[src/rtl/fpd_pkg.sv]
`timescale 1ns/1ps
package fpd_pkg;
  // Reduced state set; binary index equals enum value, one-hot bit position equals enum value
  localparam int FPD_NSTATES   = 7;
  localparam int FPD_IDX_W     = 3;
  localparam int FPD_FRAME_LEN = 4;

  typedef enum logic [FPD_IDX_W-1:0] {
    ST_IDLE  = 3'd0,  // frame start, nothing consumed
    ST_LEAD0 = 3'd1,  // first bit was 0
    ST_LEAD1 = 3'd2,  // first bit was 1
    ST_MID   = 3'd3,  // prefix 01 or 10 (merged): needs 01
    ST_NEAR  = 3'd4,  // prefix 010 or 100: needs 1
    ST_DEAD2 = 3'd5,  // two bits in, no match possible
    ST_DEAD3 = 3'd6   // three bits in, no match possible
  } fpd_state_e;

  function automatic fpd_state_e fpd_step(input fpd_state_e s, input logic x);
    case (s)
      ST_IDLE:  return x ? ST_LEAD1 : ST_LEAD0;
      ST_LEAD0: return x ? ST_MID   : ST_DEAD2;
      ST_LEAD1: return x ? ST_DEAD2 : ST_MID;
      ST_MID:   return x ? ST_DEAD3 : ST_NEAR;
      ST_DEAD2: return ST_DEAD3;
      default:  return ST_IDLE;   // ST_NEAR, ST_DEAD3 close the frame
    endcase
  endfunction

  function automatic logic fpd_hit(input fpd_state_e s, input logic x);
    return (s == ST_NEAR) && x;
  endfunction
endpackage

[src/rtl/fpd_frame_pos.sv]
`timescale 1ns/1ps
module fpd_frame_pos #(
  parameter int FRAME_LEN = 4
) (
  input  logic clk,
  input  logic rst,
  input  logic advance,
  output logic at_start,
  output logic at_last
);
  localparam int PW = (FRAME_LEN > 1) ? $clog2(FRAME_LEN) : 1;
  localparam logic [PW-1:0] LAST = PW'(FRAME_LEN - 1);

  logic [PW-1:0] pos;

  always_ff @(posedge clk) begin
    if (rst)          pos <= '0;
    else if (advance) pos <= (pos == LAST) ? '0 : pos + 1'b1;
  end

  assign at_start = (pos == '0);
  assign at_last  = (pos == LAST);

  assert_pos_hold_R7: assert property (@(posedge clk) disable iff (rst)
    !advance |=> $stable(pos));
  assert_pos_wrap_R2: assert property (@(posedge clk) disable iff (rst)
    (advance && at_last) |=> at_start);
endmodule

[src/rtl/fpd_state_store.sv]
`timescale 1ns/1ps
module fpd_state_store
  import fpd_pkg::*;
#(
  parameter bit ONE_HOT = 1'b0
) (
  input  logic       clk,
  input  logic       rst,
  input  logic       load,
  input  fpd_state_e nxt,
  output fpd_state_e cur
);
  generate
    if (ONE_HOT) begin : g_hot
      logic [FPD_NSTATES-1:0] hot;
      logic [FPD_NSTATES-1:0] hot_nxt;

      always_comb begin
        hot_nxt = '0;
        hot_nxt[nxt] = 1'b1;
      end

      always_ff @(posedge clk) begin
        if (rst)       hot <= FPD_NSTATES'(1) << ST_IDLE;
        else if (load) hot <= hot_nxt;
      end

      always_comb begin
        cur = ST_IDLE;
        for (int i = 0; i < FPD_NSTATES; i++)
          if (hot[i]) cur = fpd_state_e'(FPD_IDX_W'(i));
      end

      assert_onehot_R8: assert property (@(posedge clk) disable iff (rst)
        $countones(hot) == 1);
    end else begin : g_bin
      fpd_state_e idx;
      always_ff @(posedge clk) begin
        if (rst)       idx <= ST_IDLE;
        else if (load) idx <= nxt;
      end
      assign cur = idx;
    end
  endgenerate

  assert_state_hold_R7: assert property (@(posedge clk) disable iff (rst)
    !load |=> $stable(cur));
endmodule

[src/rtl/frame_pattern_detector.sv]
`timescale 1ns/1ps
module frame_pattern_detector
  import fpd_pkg::*;
#(
  parameter bit ONE_HOT = 1'b0
) (
  input  logic clk,
  input  logic rst,
  input  logic bit_valid,
  input  logic x_in,
  output logic z_out
);
  fpd_state_e state_now;
  fpd_state_e state_next;
  logic       frame_start;
  logic       frame_last;
  logic       bit_take;

  assign bit_take   = bit_valid & ~rst;
  assign state_next = fpd_step(state_now, x_in);

  fpd_frame_pos #(.FRAME_LEN(FPD_FRAME_LEN)) u_pos (
    .clk      (clk),
    .rst      (rst),
    .advance  (bit_take),
    .at_start (frame_start),
    .at_last  (frame_last)
  );

  fpd_state_store #(.ONE_HOT(ONE_HOT)) u_state (
    .clk  (clk),
    .rst  (rst),
    .load (bit_take),
    .nxt  (state_next),
    .cur  (state_now)
  );

  assign z_out = bit_take & frame_last & fpd_hit(state_now, x_in);

  // Frame counter and state machine are separate logic; they must agree on frame start
  assert_start_agree_R2: assert property (@(posedge clk) disable iff (rst)
    frame_start == (state_now == ST_IDLE));
  assert_frame_return_R2: assert property (@(posedge clk) disable iff (rst)
    (bit_valid && frame_last) |=> (state_now == ST_IDLE));
  assert_z_gated_R6: assert property (@(posedge clk) disable iff (rst)
    z_out |-> (bit_valid && frame_last));
  assert_z_needs_one_R3: assert property (@(posedge clk) disable iff (rst)
    z_out |-> x_in);
  assert_reset_quiet_R1: assert property (@(posedge clk)
    rst |-> !z_out);
endmodule

[config.mk]
export PLATFORM = sky130hd
export DESIGN_NAME = frame_pattern_detector
export DESIGN_NICKNAME = d
export VERILOG_FILES = /design/src/rtl/fpd_pkg.sv /design/src/rtl/fpd_frame_pos.sv /design/src/rtl/fpd_state_store.sv /design/src/rtl/frame_pattern_detector.sv
export SDC_FILE = /design/constraint.sdc
export NUM_CORES = 1
export LEC_CHECK = 0
export ABC_AREA = 0
export BUFFER_PORTS_ARGS = -buffer_cell sky130_fd_sc_hd__buf_4
export CORE_AREA = 2 2 39 41
export CTS_BUF_LIST = sky130_fd_sc_hd__clkbuf_4 sky130_fd_sc_hd__clkbuf_8
export CTS_CLUSTER_DIAMETER = 100
export DETAILED_ROUTE_END_ITERATION = 6
export DIE_AREA = 0 0 41 43
export GPL_TIMING_DRIVEN = 0
export SYNTH_ARGS = -nofsm -noshare
export SYNTH_HDL_FRONTEND = slang
export SYNTH_SLANG_ARGS = --single-unit
[constraint.sdc]
create_clock -name clk -period 2.75 [get_ports clk]
set_input_delay 0.4125 -clock clk [delete_from_list [all_inputs] [get_ports clk]]
set_output_delay 0.4125 -clock clk [all_outputs]
set_load 0.02 [all_outputs]
==> reports/metrics.csv <==
stage,metric,value,unit
outcome,status,"finished, final reports clean",
worst_setup_path,Max stage delay on crit path,0.35,ns
power_and_ir_drop,leakage,0.147,nW
yosys,Synth area leader,dfxtp_1,
power_and_ir_drop,Tot Pwr,0.205,mW
clocking,Worst-path clk slew,0.04,ns
grt,total grt overflow,0,
clocking,hold_buf cts,0,
drt,Routed Antenna Nets,0,
power_and_ir_drop,Psw,0.0475,mW
timing,clock period minus worst slack,1.65,ns
power_and_ir_drop,Clock Power Share,45.3,%
floorplan,die width,41,um
yosys,gate count of the mapped netlist,31,
worst_hold_path,Tightest Hold Check Type,in -> reg,
cells_and_area,share of cells above drive strength 1,28.9,%
clocking,H-tree Lvls,1,
placement,port bufs,3,
drt,drc violations,0,
floorplan,Ports,5,
timing,final setup fails,0,
worst_setup_path,Startpoint Class,register,
yosys,sequential area share after synthesis,36.4,%
power_and_ir_drop,worst vdd ir,0.218,mV
worst_setup_path,crit path max-delay cell type,dfxtp_1,
drt,vias per inst,4.48,
timing,setup_tns,0,ns
worst_setup_path,CP Data Required Time,2.34,ns
power_and_ir_drop,Power Dens Cells,588,nW/um^2
worst_setup_path,CP arrival,1.24,ns
timing,highest clock rate,0.606,GHz
timing,period utilisation layout,60.0,%
yosys,Synth top area share,36.4,%
timing,Slew headroom,82.5,%
worst_setup_path,CP Class,reg -> out,
power_and_ir_drop,Pint,0.157,mW
clocking,clock tree root buffer cell,clkbuf_4,
power_and_ir_drop,Logic pwr share,13.0,%
timing,Slew @ Worst Pin,0.261,ns
clocking,Clock Latency Late Sink,0.24,ns
floorplan,Core Area,1380,um^2
timing,hold slack,0.387,ns
clocking,CTS tree,built,
clocking,buffer depth of the longest clock path,2,
clocking,Resized cells post-CTS,0,
timing,Final Hold Vio Count,0,
yosys,syn_nets,36,
yosys,register bit total from synthesis,5,
floorplan,Die ar.,1760,um^2
cells_and_area,Fill cells,154,
drt,vias,242,
power_and_ir_drop,sw frac,23.2,%
yosys,syn avg cell area,8.88,um^2
worst_setup_path,crit-path max FO,3,
worst_setup_path,CP Cell Sequence,ha_1 > nand3_1 > nor4_1 > buf_4,
timing,unrepaired setup endpoints after global routing,no,
cells_and_area,footprint of the multi-input gates,160,um^2
drt,DRT iter0 DRCs,4,
grt,initial antenna violation count,0,
job,max-cap violations,0,
power_and_ir_drop,Seq pwr share,41.7,%
drt,Wirelength per Cell,9.41,um
floorplan,Die Span Y,43,um
yosys,post-synth cell types,20,
clocking,post-CTS setup buffers,0,
drt,router iterations before antenna repair,4,
clocking,CTS Sinks,5,
grt,vias in the first global route,214,
grt,largest net degree at the start of global routing,10,
placement,gpl congestion,0.684,
grt,GR Util All Layers,7.42,%
floorplan,Initial Utilization,19.9,%
cells_and_area,register area,100,um^2
timing,skew final,0.00168,ns
worst_setup_path,Critical path buffers and inverters,1,
cells_and_area,ant diodes,0,
grt,first-pass GRT wire length,841,um
worst_setup_path,"delay-heaviest family, CP",flip-flops,
floorplan,row count,14,
yosys,synth top area cells,"dfxtp_1 36%, mux2i_1 7.3%, a2111oi_2 5.5%",
yosys,YS warnings,0,
cells_and_area,fin nets,44,
clocking,CTS Buf Count,3,
worst_setup_path,crit end category,output pin,
cells_and_area,synth-to-layout area growth,26.4,%
timing,Final Max Slew Viols,0,
drt,WL final,508,um
yosys,mapped cell area,275,um^2
layout make-up:
type                       instances  area share (%)
clock buffer                       4            8.63
buffer                             1            2.16
timing repair buffer               3            6.47
sequential                         5            28.8
multi-input combinational         23            46.0
tap                               16            5.76
inverter                           2            2.16
sequential cells by signal (all words and copies together), names as in the netlist:
register,flops
u_state.cur,3
u_pos.pos,2
worst register-to-register path, stage by stage, from the launching register on:
cell	delay [ns]
dfxtp_1	0.38
nand2b_2	0.16
o21ai_0	0.11
a2111oi_2	0.37
through the flow:
step / cell area [um^2] / util [%] / setup WS (ns) / instances
2_1_floorplan: 275 / - / 1.03 / 31
3_3_place_gp: 318 / 23.0 / 1.25 / 50
3_5_place_dp: 318 / 23.0 / 1.25 / 50
4_1_cts: 348 / 25.1 / 1.09 / 54
5_1_grt: 348 / 25.1 / 0.985 / 54
6_report: 348 / 25.1 / 1.10 / 54
cells in the final DEF, fill, tap and decap left out, types with 2 or more instances in the layout:
master    n
nor2_1    3
inv_1     2
nand2_1   2
buf_4     4
nand2b_1  2
clkbuf_4  4
a21oi_1   2
dfxtp_1   5
mux2i_1   2
metal layers:
layer	GRT usage, %	part of all wire, %	vias up
met5	0	0	-
met4	8.00	0	0
met3	1.57	7.3	0
met2	8.44	46	6
met1	10.3	47	109
li1	-	-	127
power by group through the flow:
stage          Combinational, mW  Sequential [mW]  Clock, mW
2_1_floorplan             0.0202           0.0848          0
3_3_place_gp              0.0265           0.0862          0
3_5_place_dp              0.0271           0.0866          0
4_1_cts                   0.0272           0.0853     0.0981
5_1_grt                   0.0313           0.0862      0.101
6_report                  0.0266           0.0854     0.0927
final timing paths:
path / slack, ns / depth (start not counted) / from / to
max reg2reg: 1.62 / 3 / u_state.cur[1] / u_state.cur[2]
min: 0.39 / 2 / rst / u_state.cur[2]
min reg2reg: 0.49 / 2 / u_pos.pos[1] / u_pos.pos[1]
max: 1.10 / 4 / u_pos.pos[0] / z_out
cells in the mapped netlist, drive strengths merged:
cell type	instances
a211oi	1
a21oi	2
mux2i	2
nand3	1
a31oi	1
o21ai	1
nor4	1
a2111oi	1
inv	2
and3	1
nor2	3
nand2	2
nand4b	1
nand2b	3
a211o	1
dfxtp	5
ha	1
buf	1
o31ai	1
logic make-up (layout without fill, tap and decap cells):
logic type	count (synthesis)	count (layout)	share of synthesized area, %
fa+ha+maj	1	1	4.54
mux	2	2	7.27
buf+inv	3	10	5.46
compound gates	8	8	21.8
simple gates	12	12	24.5
flops	5	5	36.4
No activity file was read; power rests on OpenSTA's default activity.
